==> src/rtl/irq_redir_pkg.sv <==
package irq_redir_pkg;

  localparam logic [7:0] OFS_SELECT = 8'h00;
  localparam logic [7:0] OFS_WINDOW = 8'h10;
  localparam logic [7:0] OFS_EOI    = 8'h40;

  localparam logic [7:0] SEL_IDENT    = 8'h01;
  localparam logic [7:0] SEL_ENTRY_LO = 8'h10;

  localparam int B_MASK = 16;
  localparam int B_TRIG = 15;
  localparam int B_POL  = 13;
  localparam int B_DM   = 8;
  localparam int B_DEST = 16;

  typedef struct packed {
    logic [15:0] dest;
    logic        mask;
    logic        trig;   // 1 = level
    logic        pol;    // 1 = active low
    logic [2:0]  dmode;
    logic [7:0]  vec;
  } entry_t;

  function automatic logic [31:0] low_word(entry_t e);
    logic [31:0] w;
    w = '0;
    w[7:0]           = e.vec;
    w[B_DM+2:B_DM]   = e.dmode;
    w[B_POL]         = e.pol;
    w[B_TRIG]        = e.trig;
    w[B_MASK]        = e.mask;
    return w;
  endfunction

  function automatic logic [31:0] high_word(entry_t e);
    return {e.dest, 16'h0000};
  endfunction

endpackage

==> src/rtl/irq_redir_regs.sv <==
module irq_redir_regs
  import irq_redir_pkg::*;
#(
  parameter int         N       = 8,
  parameter logic [7:0] VERSION = 8'h21
) (
  input  logic              clk,
  input  logic              rst_n,
  input  logic              wr,
  input  logic [7:0]        addr,
  input  logic [31:0]       wdata,
  output logic [31:0]       rdata,
  output entry_t [N-1:0]    entries,
  output logic              eoi_wr,
  output logic [7:0]        eoi_vec
);
  localparam logic [8:0] WIN_SPAN = 9'(2 * N);

  logic [7:0] sel_q, sel_n;
  entry_t     ent_q [N];
  entry_t     ent_n [N];

  logic [8:0] win_off;
  logic       win_hit;
  logic [7:0] win_idx;
  logic       win_hi;
  logic [31:0] win_rd;
  logic        unused_wbits;

  assign unused_wbits = ^{wdata[14], wdata[12:11]};

  assign win_off = {1'b0, sel_q} - {1'b0, SEL_ENTRY_LO};
  assign win_hit = (sel_q >= SEL_ENTRY_LO) && (win_off < WIN_SPAN);
  assign win_idx = win_off[8:1];
  assign win_hi  = win_off[0];

  assign eoi_wr  = wr && (addr == OFS_EOI);
  assign eoi_vec = wdata[7:0];

  always_comb begin
    sel_n = sel_q;
    for (int i = 0; i < N; i++) ent_n[i] = ent_q[i];
    if (wr && addr == OFS_SELECT) sel_n = wdata[7:0];
    if (wr && addr == OFS_WINDOW && win_hit) begin
      for (int i = 0; i < N; i++) begin
        if (win_idx == 8'(i)) begin
          if (win_hi) begin
            ent_n[i].dest = wdata[B_DEST+15:B_DEST];
          end else begin
            ent_n[i].vec   = wdata[7:0];
            ent_n[i].dmode = wdata[B_DM+2:B_DM];
            ent_n[i].pol   = wdata[B_POL];
            ent_n[i].trig  = wdata[B_TRIG];
            ent_n[i].mask  = wdata[B_MASK];
          end
        end
      end
    end
  end

  always_ff @(posedge clk or negedge rst_n) begin
    if (!rst_n) begin
      sel_q <= '0;
      for (int i = 0; i < N; i++) begin
        ent_q[i]      <= '0;
        ent_q[i].mask <= 1'b1;
      end
    end else begin
      sel_q <= sel_n;
      for (int i = 0; i < N; i++) ent_q[i] <= ent_n[i];
    end
  end

  always_comb begin
    win_rd = '0;
    if (sel_q == SEL_IDENT) begin
      win_rd = {8'h00, 8'(N - 1), 8'h00, VERSION};
    end else if (win_hit) begin
      for (int i = 0; i < N; i++) begin
        if (win_idx == 8'(i)) win_rd = win_hi ? high_word(ent_q[i]) : low_word(ent_q[i]);
      end
    end
  end

  always_comb begin
    case (addr)
      OFS_SELECT: rdata = {24'h0, sel_q};
      OFS_WINDOW: rdata = win_rd;
      default:    rdata = '0;
    endcase
  end

  for (genvar g = 0; g < N; g++) begin : g_out
    assign entries[g] = ent_q[g];
  end

endmodule

==> src/rtl/irq_redir_pin.sv <==
module irq_redir_pin (
  input  logic       clk,
  input  logic       rst_n,
  input  logic       irq_raw,
  input  logic [7:0] vec,
  input  logic       pol,
  input  logic       trig,
  input  logic       mask,
  input  logic       grant,
  input  logic       eoi_wr,
  input  logic [7:0] eoi_vec,
  output logic       req,
  output logic       pend,
  output logic       insvc
);
  logic in_q, in_qq;
  logic pend_n, insvc_n;
  logic act, act_prev, rise;

  assign act      = in_q ^ pol;
  assign act_prev = in_qq ^ pol;
  assign rise     = act & ~act_prev;

  assign req = ~mask & (trig ? (act & ~insvc) : pend);

  always_comb begin
    if (trig) pend_n = 1'b0;
    else      pend_n = (pend & ~grant) | (rise & ~mask);

    if (grant && trig)                  insvc_n = 1'b1;
    else if (eoi_wr && eoi_vec == vec)  insvc_n = 1'b0;
    else                                insvc_n = insvc;
  end

  always_ff @(posedge clk or negedge rst_n) begin
    if (!rst_n) begin
      in_q  <= 1'b0;
      in_qq <= 1'b0;
      pend  <= 1'b0;
      insvc <= 1'b0;
    end else begin
      in_q  <= irq_raw;
      in_qq <= in_q;
      pend  <= pend_n;
      insvc <= insvc_n;
    end
  end

endmodule

==> src/rtl/irq_redir_arb.sv <==
module irq_redir_arb #(
  parameter int N  = 8,
  localparam int IW = (N > 1) ? $clog2(N) : 1
) (
  input  logic [N-1:0]  req,
  input  logic          ready,
  output logic [N-1:0]  grant,
  output logic [IW-1:0] idx,
  output logic          any
);
  logic [N-1:0] lowest;

  assign lowest = req & (~req + 1'b1);
  assign grant  = ready ? lowest : '0;
  assign any    = |req;

  always_comb begin
    idx = '0;
    for (int i = N - 1; i >= 0; i--) begin
      if (req[i]) idx = IW'(i);
    end
  end

endmodule

==> src/rtl/irq_redirector.sv <==
module irq_redirector
  import irq_redir_pkg::*;
#(
  parameter int         NUM_PINS = 8,
  parameter logic [7:0] VERSION  = 8'h21,
  localparam int        IW       = (NUM_PINS > 1) ? $clog2(NUM_PINS) : 1
) (
  input  logic                clk,
  input  logic                rst_n,
  input  logic                bus_wr,
  input  logic [7:0]          bus_addr,
  input  logic [31:0]         bus_wdata,
  output logic [31:0]         bus_rdata,
  input  logic [NUM_PINS-1:0] irq_in,
  output logic                msg_valid,
  input  logic                msg_ready,
  output logic [7:0]          msg_vector,
  output logic [15:0]         msg_dest,
  output logic [2:0]          msg_dmode
);
  logic [1:0] rst_sync;
  logic       rst_int_n;

  always_ff @(posedge clk or negedge rst_n) begin
    if (!rst_n) rst_sync <= 2'b00;
    else        rst_sync <= {rst_sync[0], 1'b1};
  end
  assign rst_int_n = rst_sync[1];

  entry_t [NUM_PINS-1:0] entries;
  logic                  eoi_wr;
  logic [7:0]            eoi_vec;
  logic [NUM_PINS-1:0]   req_vec, grant_vec, pend_vec, insvc_vec, mask_vec;
  logic [IW-1:0]         win_idx;

  irq_redir_regs #(.N(NUM_PINS), .VERSION(VERSION)) u_regs (
    .clk     (clk),
    .rst_n   (rst_int_n),
    .wr      (bus_wr),
    .addr    (bus_addr),
    .wdata   (bus_wdata),
    .rdata   (bus_rdata),
    .entries (entries),
    .eoi_wr  (eoi_wr),
    .eoi_vec (eoi_vec)
  );

  for (genvar g = 0; g < NUM_PINS; g++) begin : g_pin
    assign mask_vec[g] = entries[g].mask;
    irq_redir_pin u_pin (
      .clk     (clk),
      .rst_n   (rst_int_n),
      .irq_raw (irq_in[g]),
      .vec     (entries[g].vec),
      .pol     (entries[g].pol),
      .trig    (entries[g].trig),
      .mask    (entries[g].mask),
      .grant   (grant_vec[g]),
      .eoi_wr  (eoi_wr),
      .eoi_vec (eoi_vec),
      .req     (req_vec[g]),
      .pend    (pend_vec[g]),
      .insvc   (insvc_vec[g])
    );
  end

  irq_redir_arb #(.N(NUM_PINS)) u_arb (
    .req   (req_vec),
    .ready (msg_ready),
    .grant (grant_vec),
    .idx   (win_idx),
    .any   (msg_valid)
  );

  assign msg_vector = entries[win_idx].vec;
  assign msg_dest   = entries[win_idx].dest;
  assign msg_dmode  = entries[win_idx].dmode;

endmodule

==> config.mk <==
export PLATFORM = sky130hd
export DESIGN_NAME = irq_redirector
export DESIGN_NICKNAME = d
export VERILOG_FILES = /design/src/rtl/irq_redir_pkg.sv /design/src/rtl/irq_redir_regs.sv /design/src/rtl/irq_redir_pin.sv /design/src/rtl/irq_redir_arb.sv /design/src/rtl/irq_redirector.sv
export SDC_FILE = /design/constraint.sdc
export NUM_CORES = 1
export LEC_CHECK = 0
export ABC_AREA = 1
export BUFFER_PORTS_ARGS = -buffer_cell sky130_fd_sc_hd__buf_2
export CORE_ASPECT_RATIO = 2
export CORE_UTILIZATION = 55
export DETAILED_ROUTE_END_ITERATION = 8
export PLACE_DENSITY = 0.74
export SYNTH_ARGS = -nofsm -noshare
export SYNTH_HDL_FRONTEND = slang
export SYNTH_SLANG_ARGS = --single-unit
==> constraint.sdc <==
create_clock -name clk -period 10 [get_ports clk]
set_clock_uncertainty 0.15 [all_clocks]
set_input_delay 2 -clock clk [delete_from_list [all_inputs] [get_ports clk]]
set_output_delay 2 -clock clk [all_outputs]
set_load 0.01 [all_outputs]
; ---- Word level (Yosys, flattened, before mapping)
; Cells that the tools add are included.
; W data, S select, Z words.
[classes]
reduce_logical = 48
n_addsub = 2
n_eq_ne = 18
order_cmp = 3
n_mux = 62
bitwise = 99
[ops]
columns = cell, count
row1 = $mux W32, 18
row2 = $bmux W30 S3, 1
row3 = $eq A8 B8 Y1, 8
row4 = $pmux W32 S2, 1
row5 = $reduce_and A3 Y1, 16
row6 = $and A1 B1 Y1, 40
row7 = $not A1 Y1, 33
row8 = $eq A8 B3 Y1 const B, 4
row9 = $mux W1, 32
row10 = $mux W30, 1
row11 = $mux W3, 8
row12 = $logic_and A1 B1 Y1, 21
row13 = $eq A8 B1 Y1 const B, 2
row14 = $eq A8 B2 Y1 const B, 2
row15 = $logic_not A8 Y1, 2
row16 = $reduce_bool A2 Y1, 8
row17 = $xor A1 B1 Y1, 16
row18 = $lt A9 B5 Y1 const B, 1
row19 = $sub A8 B5 Y9 const B, 1
row20 = $add A8 B1 Y8 const B, 1
row21 = $and A8 B8 Y8, 1
row22 = $eq A8 B5 Y1 const B, 1
row23 = $eq A8 B7 Y1 const B, 1
row24 = $ge A8 B5 Y1 const B, 1
row25 = other kinds (5), 12
[totals]
output_inout_bits = 60
inputBits = 52
elab_cells = 314
reg_bits = 282

; ---- Depth between registers and ports, before layout
; Gate-level depths: netlist (run 1).
[depth]
depth_word = 14
mapped_depth = 23
depth_no_buf = 23

; ---- Hierarchy
; From an unflattened synthesis (run 1), not the netlist that was laid out.
[hier_totals]
cells_unflattened = 2653
hier_area_um2 = 17734.5
[modules_own_cells]
columns = mod, cells_per_inst, seq_area_each_um2, n_inst, area_each_um2
row1 = irq_redir_regs, 1477, 6216.0, 1, 12036.5
row2 = irq_redirector, 720, 50.0, 1, 2950.3
row3 = irq_redir_pin, 52, 100.1, 8, 319.1
row4 = irq_redir_arb, 40, 0.0, 1, 195.2

; ---- Worst setup path before layout (run 1)
; OpenSTA, ideal clock, no wires.
[synth_timing]
path_type = input to output
startpoint = in bus_addr[3]
endpoint = out bus_rdata[22]
n_path_buf = 1
path_slack_ps = 4462
stages = 7
required_time_ps = 7850
arrival_ps = 3388
cell_sequence = nor3_1 nor3b_2 nand4_1 nor3_1 clkbuf_1 inv_1 a41oi_1
[synth_via]
elab_chain_cells = 2
word_cells_on_any_way = 3
classes_between = eq/ne: 1 / mux: 1 / reduce/logical: 1
[synth_rtl]
columns = item, line_no
row1 = "start, declared", irq_redirector.sv:11  ; input logic [7:0] bus_addr,
row2 = $eq A8 B5 Y1 / $logic_not A8 Y1 (equally long branches), irq_redir_regs.sv:86  ; case (addr)
row3 = $pmux W32 S2 (*), irq_redir_regs.sv:86
row4 = "end, declared", irq_redirector.sv:13  ; output logic [31:0] bus_rdata,
; Every way passes the cells marked *; elsewhere a longest branch is shown, timed or not.

; ---- Worst setup path in the final report (run 1)
[layout_timing]
startpoint = reg u_regs.sel_q[4]
endpoint = out bus_rdata[4]
[layout_via]
elab_chain_cells = 13
word_cells_on_any_way = 24
classes_between = add/sub: 1 / order compare: 2 / eq/ne: 8 / mux: 11 / reduce/logical: 2
[layout_rtl]
columns = item, line_no
row1 = "start, declared", irq_redir_regs.sv:19  ; logic [7:0] sel_q, sel_n;
row2 = "start signal, assigned", irq_redir_regs.sv:69  ; sel_q <= sel_n;
row3 = $sub A8 B5 Y9, irq_redir_regs.sv:32  ; assign win_off = {1'b0, sel_q} - {1'b0, SEL_ENTRY_LO};
row4 = $logic_not A8 Y1, irq_redir_regs.sv:80  ; if (win_idx == 8'(i)) win_rd = win_hi ? high_word(ent_q[i]) : low_word(ent_q[i]);
row5 = $mux W32 (8 in a row), irq_redir_regs.sv:80
row6 = $mux W32, irq_redir_regs.sv:78  ; end else if (win_hit) begin
row7 = $mux W32, irq_redir_regs.sv:76  ; if (sel_q == SEL_IDENT) begin
row8 = $pmux W32 S2 (*), irq_redir_regs.sv:86
; Marks and branches as above.

==> summary by stage, run 1 <==
Synthesis
The share of the yosys chip area belonging to registers is 0.4521. During synthesis, Yosys emitted a total of 0 warnings. The most instantiated flip-flop cell in the synthesis netlist is dfrtp_1.

The netlist area before placement is 0.01563 sq mm. The count of distinct cell types in the synthesized netlist is 43. Counting flops with a built-in enable in the synthesized netlist gives 0.

The number of storage elements in the synthesis netlist is 282. The commonest cells after synthesis are 563 x nand2_1, 416 x o21ai_0, 274 x dfrtp_1. Of the post-synthesis cell area, the dominant cell type holds 0.4387.

The synthesized netlist cell count is 2,124. Of all cell types, the one taking the most synthesized area is dfrtp_1. The library cell with the highest instance count after synthesis is nand2_1. The proportion of register bits with asynchronous set or reset after synthesis is 1.000.

The post-synthesis area per instance is 7.359 sq um. Yosys attributes the largest share of cell area to dfrtp_1 44%, nand2_1 14%, o21ai_0 13%, inv_1 5.0%, a21oi_1 4.1%.

Clock network
The clock passes through at most 3 buffers. Clock-pin slew was measured on the worst setup and hold paths at 0.06 ns. TritonCTS created 27 clock buffers. TritonCTS built the clock tree.

After clock tree synthesis, the setup repair step added 0 buffers. The number of sinks handled by clock tree synthesis is 282. For this design, the CTS-stage hold fixing added 0 buffers. For the worst-skew pair, the clock arrives at the later sink with an insertion delay of 0.56 ns. In this run the clock root is driven by a clkbuf_16. The post-cts gate resize count is 0. CTS built an H-tree with a depth of 1.

Pwr
In this run the power density over the cells is 144.5 mW/mm^2. The leakage power figure is 0.007797 uW. The maximum vdd ir drop is 0.1414 mV.

Critical path
STA classifies the critical path endpoint as an output port. The arrival time at the worst endpoint is 4.50 ns. The required arrival time at the worst endpoint is 7.85 ns. The number of cells on the worst reg-to-reg path is 10. The slowest stage of the critical path is the nor2_1 cell. Across all register-to-register paths, the minimum setup slack is 5.87 ns. The launching element type of the critical path is a register. The highest cell delay on the worst timing path is 1.03 ns.

The cell repeated most along the worst path is inv_1. The critical path in this run is classified as register to output port. The maximum fanout along the worst path is 13. Walking the worst path, the cells encountered are inv_2 > ha_1 > inv_1 > nor2_1 > inv_1 > nand3_1 > nor2_4 > nand2_1 > nor2_1 > inv_1 > o221ai_1 > a21oi_1 > nand4_1 > nand2_1 > o21ai_0 > buf_2.

Floorplanning
The initial utilization of the core area, before any placement, comes to 0.5565. 112 I/O pins were placed. In this run the standard cell core region covers 0.02808 sq mm. The width of the chip is 121.2 um.

The floorplan step defined a die boundary enclosing 0.02914 sq mm. The die is 240.4 um tall. The number of core rows is 87.

Routing
The remaining number of nets flagged by the antenna check after routing is 0. After detailed routing, the number of vias per cell comes to 6.040. The total number of vias is 15.28k. The first detailed-routing pass ran for 6 iterations. For this block, the initial DRC count from the detailed router was 1,468. After detailed routing, the number of remaining DRC violations is 0. The sum of routed wire length over all layers is 52,610 um. After detailed routing, the average wire length per cell comes to 20.80 um.

Global routing
The global-route wire length before repair is 81,880 um. Summed over all layers, the global routing overflow is 0. The initial antenna violation count was 0. The number of global-route vias before repair is 15.04k. Entering global routing, the biggest net connects 186 pins. Across every metal layer, demand over resource in global routing totals 0.3739.

Placement
The count of buffers inserted at the top-level ports is 105. Routability-driven placement finished with a final weighted congestion of 0.9494. The placed standard-cell area is 0.01618 sq mm. The detailed placer's ending HPWL is 35,330 um.

Worst hold path
The tightest min-delay check is of the register to async pin type.

Finish
After filler insertion, the fill cell instance count of the layout stands at 2,676. The relative area change from synthesis to final layout is 8.838%. The area of all placed cells without fillers is 0.01701 sq mm. After the last flow step, the layout net total stands at 2,207. At the end of the flow the core is filled with cells to 0.6057. The multi-input combinational cells in the finished layout cover a total of 0.007216 sq mm. The antenna diode instance count is 0. The share of layout cells above drive strength 1 is 0.09020. Registers take 0.007071 sq mm.

STA
The final sum of negative setup slack is 0 ns. The post-layout minimum cycle time is 6.645 ns. The transition time at the pin with the least slew margin is 1.300 ns. The count of endpoints failing hold in the final timing report was 0.

Setup violations remaining at the end of the flow were counted as 0. The final-report max-slew violation count is 0. Setup repair after global routing left no endpoint under its margin.

Based on the critical path, the design can be clocked at up to 150.5 MHz. The fraction of the cycle the final worst path needs is 0.6645. The headroom to the max-slew limit is 0.1303.

Run status
The flow ran to the end, and the final reports show no timing, DRC or antenna violations.

Run
The count of maximum capacitance violations is 0.
## through the flow
stage                     cells  setup slack [ns]  power, uW  hold slack [ns]
after floorplan            2126             1.423       1371           0.1812
after global placement     2481             4.128       1459          0.03822
after detailed placement   2481             4.124       1464          0.03852
after CTS                  2529             3.527       2457          0.04491
after global routing       2529             3.168       2534          0.06162
final                      2529             3.355       2457          0.03867
## where the power goes
| group | switching, uW | internal [uW] |
|---|---|---|
| Sequential | 7.32 | 1150 |
| Combinational | 217 | 77.9 |
| Clock | 454 | 552 |
## metal layers
layer  vias to the layer above  routed length [um]  global-route usage
li1                       7012                   -                   -
met1                      7189               17710              0.3967
met2                       780               25740              0.6246
met3                       295                3735             0.06286
met4                         0                5430              0.3468
met5                         -                   0                   0
## area by class of cell
cell class                 count  share of cell area
multi-input combinational   1510              0.4242
sequential                   282              0.4156
inverter                     213             0.04700
clock buffer                  40             0.04494
timing repair buffer         120             0.03825
tap                          356             0.02618
clock inverter                 8            0.003825
## cells by family after synthesis
group / synth area share
and+or+nand+nor: 0.2032
AOI/OAI and AO/OA: 0.2201
buffers and inverters: 0.08766
DFF: 0.4521
xor gates and xnor gates: 0.03362
muxes: 0.001921
other: 0.0004805
adders and majority gates: 0.0008004
## state kept, by name, summed over array words and instances, names as in the netlist
signal	count
g_pin.u_pin.in_qq	8
rst_sync	2
g_pin.u_pin.insvc	8
g_pin.u_pin.pend	8
u_regs.sel_q	8
u_regs.entries	240
g_pin.u_pin.in_q	8
## cell usage in the layout (no fill, tap or decap), types with 5 or more instances in the layout
cell / n
o21ai_1: 59
clkbuf_16: 27
a21oi_1: 127
dfstp_2: 8
buf_2: 105
nor2_1: 113
clkinv_2: 7
nand2_2: 8
nand3_1: 42
clkbuf_1: 9
o311ai_0: 5
o31ai_1: 5
inv_2: 5
o21ai_0: 416
xor2_1: 41
nor3_1: 16
nand4_1: 18
o2111ai_1: 13
inv_1: 208
xnor2_1: 19
nor4_1: 12
nor2_2: 8
dfrtp_1: 273
o211ai_1: 10
buf_4: 14
nand2_1: 563
## critical path: cells and delay by family (launching register included)
family | cells | cell delay, ns
flops | 1 | 0.43
simple gates | 7 | 1.96
fa+ha+maj | 1 | 0.19
compound gates | 3 | 0.70
buf+inv | 5 | 0.65
## final timing paths
kind / startpoint / endpoint
min reg2reg: rst_sync[1]$_DFF_PN0_ / u_regs.entries[139]$_DFFE_PN0P_
max in group asynchronous: rst_sync[1]$_DFF_PN0_ / u_regs.entries[11]$_DFFE_PN0P_
min in group clk: rst_sync[0]$_DFF_PN0_ / rst_sync[1]$_DFF_PN0_
min: rst_sync[1]$_DFF_PN0_ / u_regs.entries[139]$_DFFE_PN0P_
max reg2reg: u_regs.sel_q[4]$_DFFE_PN0P_ / u_regs.entries[179]$_DFFE_PN0P_
max: u_regs.sel_q[4]$_DFFE_PN0P_ / bus_rdata[4]
No activity file was read; power rests on OpenSTA's default activity.
==> inputs of run 2 (changes only) <==
--- a/config.mk
+++ b/config.mk
@@ -10,7 +10,7 @@
 export CORE_ASPECT_RATIO = 2
 export CORE_UTILIZATION = 55
 export DETAILED_ROUTE_END_ITERATION = 8
-export PLACE_DENSITY = 0.74
+export PLACE_DENSITY = 0.77
 export SYNTH_ARGS = -nofsm -noshare
 export SYNTH_HDL_FRONTEND = slang
 export SYNTH_SLANG_ARGS = --single-unit
==> constraint.sdc (replaced) <==
create_clock -name clk -period 5.8 [get_ports clk]
set_clock_uncertainty 0.15 [all_clocks]
set_input_delay 1.16 -clock clk [delete_from_list [all_inputs] [get_ports clk]]
set_output_delay 1.16 -clock clk [all_outputs]
set_load 0.01 [all_outputs]
==> run 2 against run 1 <==
Effect of this change: die area is the same; sequential power up 72%; global-route usage decreased by 0.050 points; critical path type unchanged; critical endpoint is now bus_rdata[3]; critical path depth up 2; clock-buffer cell count decreased by 2; sequential share of layout area is 0.43 points lower; combinational power increased by 76%; first-iteration DRC count is 8.0% lower; worst setup slack lost 3.1 ns; non-clock buffer count increased by 10; cell count up 0.40%.
==> summary by stage, run 2 (synthesized netlist as in run 1, its figures left out) <==
STA
The number of setup violations in the final report is 0 (unchanged). The transition time at the pin with the least slew margin was 1.202 ns (-0.09779 ns). The worst path setup slack after routing is 0.2381 ns (-3.116 ns). Setup repair after global routing left no endpoint under its margin. The final sum of negative setup slack was 0 ns (unchanged). The count of endpoints failing hold in the final timing report is 0 (unchanged).

The headroom to the max-slew limit is 0.1967 (+0.06645). The final-report max-slew violation count is 0 (unchanged). Of the available clock period, the critical path in the final layout requires 0.9590. The clock period could shrink to 5.562 ns.

The top achievable clock speed is 179.8 MHz.

Finish
The number of flip-flops in the largest register was 240 (unchanged). The count of filler cells inserted in the layout came to 2,575 (-3.8%). Leaving out fill and tap cells, the most frequent cell in the layout is nand2_1. The antenna diode instance count is 0 (unchanged). The final net count is 2,217 (+0.45%). The area taken by multi-input logic gates is 0.007216 sq mm (unchanged).

The relative area change from synthesis to final layout is 9.982%. The area occupied by registers is 0.007071 sq mm (unchanged). In the layout the commonest cells are 563 x nand2_1, 416 x o21ai_0, 273 x dfrtp_1.

The share of layout cells above drive strength 1 was 0.09620 (+0.006000).

Pwr
The leakage power figure is 0.007895 uW (+1.3%). The maximum vdd ir drop is 0.2456 mV (+74%). The power per cell area is 257.1 mW/mm^2 (+78%).

Critical path
The maximum fanout along the worst path came to 18 (+5). STA classifies the critical path endpoint as an output port. STA classifies the critical path startpoint as a register. The kind of critical path is register to output port. The required arrival time at the worst endpoint came to 4.49 ns (-3.36 ns). The arrival time at the worst endpoint is 4.25 ns (-0.25 ns).

Clock network
In this run the clock root is driven by a clkbuf_16. The number of levels in the clock H-tree is 1 (unchanged). The number of buffers inserted for hold repair after clock tree synthesis is 0 (unchanged). The number of sinks handled by clock tree synthesis is 282 (unchanged).

The post-CTS setup buffer count came to 0 (unchanged). TritonCTS built the clock tree. The post-cts gate resize count is 0 (unchanged). The clock latency on the worst-skew pair came to 0.59 ns (+0.03 ns). The number of buffers inserted during clock tree synthesis is 27 (unchanged). The post-CTS clock slew at the launch and capture registers of the worst setup and hold paths is 0.06 ns (about the same). The buffer levels on the longest clock path is 3 (unchanged).

Routing
The first-pass detailed-route iteration total was 8 (+2). The sum of routed wire length over all layers is 52,910 um (+0.58%). The routed length per instance is 20.84 um (+0.18%).

The per-cell via count in the routed design is 6.090 (+0.82%). The DRC violation total after the first TritonRoute iteration is 1,351 (-8.0%). The remaining number of nets flagged by the antenna check after routing was 0 (unchanged). The post-detailed-route DRC marker count is 0 (unchanged). The total number of vias is 15.46k (+1.2%).

Placement
The count of buffers inserted at the top-level ports is 105 (unchanged). The worst setup slack before clock tree synthesis is 1.079 ns (-3.045 ns). The detailed placer's ending HPWL came to 35,510 um (+0.52%). The last weighted congestion value of the routability-driven placer is 0.9707 (+2.2%).

Global routing
The number of global-route vias before repair is 15.19k (+1.1%). The remaining global-route overflow was 0 (unchanged). The global-route wire length before repair is 81,720 um (-0.19%). The combined global-route utilization of all metal layers is 0.3734 (-0.0005020). The pin count of the biggest net entering global routing came to 187 (+0.54%). The initial antenna violation count is 2 (+2).

Floorplanning
The number of ports placed on the die boundary is 112 (unchanged). The overall die area is 0.02914 sq mm (unchanged). The width of the chip is 121.2 um (unchanged). The effective utilization at floorplan came to 0.5565 (unchanged). The number of core rows is 87 (unchanged). The area of the core came to 0.02808 sq mm (unchanged). The die outline height is 240.4 um (unchanged).

Run status
The flow ran to the end, and the final reports show no timing, DRC or antenna violations.

Worst hold path
The class of the tightest hold or removal check is register to async pin.

Run
The count of maximum capacitance violations is 0 (unchanged).
## run 2: critical path, stage by stage, from the launching register on
cell	delay, ns
dfrtp_1	0.45
inv_2	0.11
ha_1	0.14
inv_1	0.05
nor2_1	0.12
inv_1	0.07
nand3_1	0.11
nor2_4	0.10
nand2_2	0.35
nor2_1	0.14
inv_2	0.30
o21ai_0	0.12
a21oi_1	0.54
o21ai_0	0.26
a21oi_1	0.25
o21ai_0	0.14
o21ai_0	0.18
nand2_1	0.09
buf_2	0.14
## run 2: worst paths after layout
kind	startpoint	end	slack, ns	depth (start not counted)
min in group clk	rst_sync[0]$_DFF_PN0_	rst_sync[1]$_DFF_PN0_	0.20	0
max	u_regs.sel_q[4]$_DFFE_PN0P_	bus_rdata[3]	0.24	18
min	rst_sync[1]$_DFF_PN0_	u_regs.entries[135]$_DFFE_PN0P_	0.11	0
min reg2reg	rst_sync[1]$_DFF_PN0_	u_regs.entries[135]$_DFFE_PN0P_	0.11	0
max in group asynchronous	rst_sync[1]$_DFF_PN0_	g_pin[3].u_pin.pend$_DFF_PN0_	3.93	1
max reg2reg	u_regs.sel_q[0]$_DFFE_PN0P_	u_regs.entries[200]$_DFFE_PN0P_	1.69	4
## run 2: where the power goes
part	internal [uW]	leakage [uW]	total [uW]	switching, uW
Combinational	139	0.00362	520	381
Sequential	1980	0.00382	2000	17.5
Clock	1100	0.000456	1900	805
Total	3220	0.00789	4420	1200
## run 2: metrics by stage
| stage | hold WS (ns) | util | total power [uW] | cells | instance area (sq um) |
|---|---|---|---|---|---|
| 2_1_floorplan | 0.1811 | - | 2363 | 2126 | 15640 |
| 3_3_place_gp | 0.1243 | 0.5793 | 2522 | 2491 | 16270 |
| 3_5_place_dp | 0.1282 | 0.5793 | 2532 | 2491 | 16270 |
| 4_1_cts | 0.1335 | 0.6121 | 4396 | 2539 | 17190 |
| 5_1_grt | 0.1539 | 0.6121 | 4550 | 2539 | 17190 |
| 6_report | 0.1141 | 0.6121 | 4420 | 2539 | 17190 |
## run 2: area by class of cell
| type | instances | share of cell area |
|---|---|---|
| Tap cell | 356 | 0.02591 |
| Multi-Input combinational cell | 1510 | 0.4198 |
| Sequential cell | 282 | 0.4113 |
| Clock buffer | 38 | 0.04462 |
| Clock inverter | 10 | 0.008953 |
| Inverter | 213 | 0.04651 |
| Timing Repair Buffer | 130 | 0.04294 |
## run 2: routing by layer
layer	wire length, um	part of all wire	GRT usage
met5	11	0.00021	0
met4	5260	0.099	0.3292
met3	4053	0.077	0.07448
met2	25720	0.49	0.6261
met1	17870	0.34	0.3934
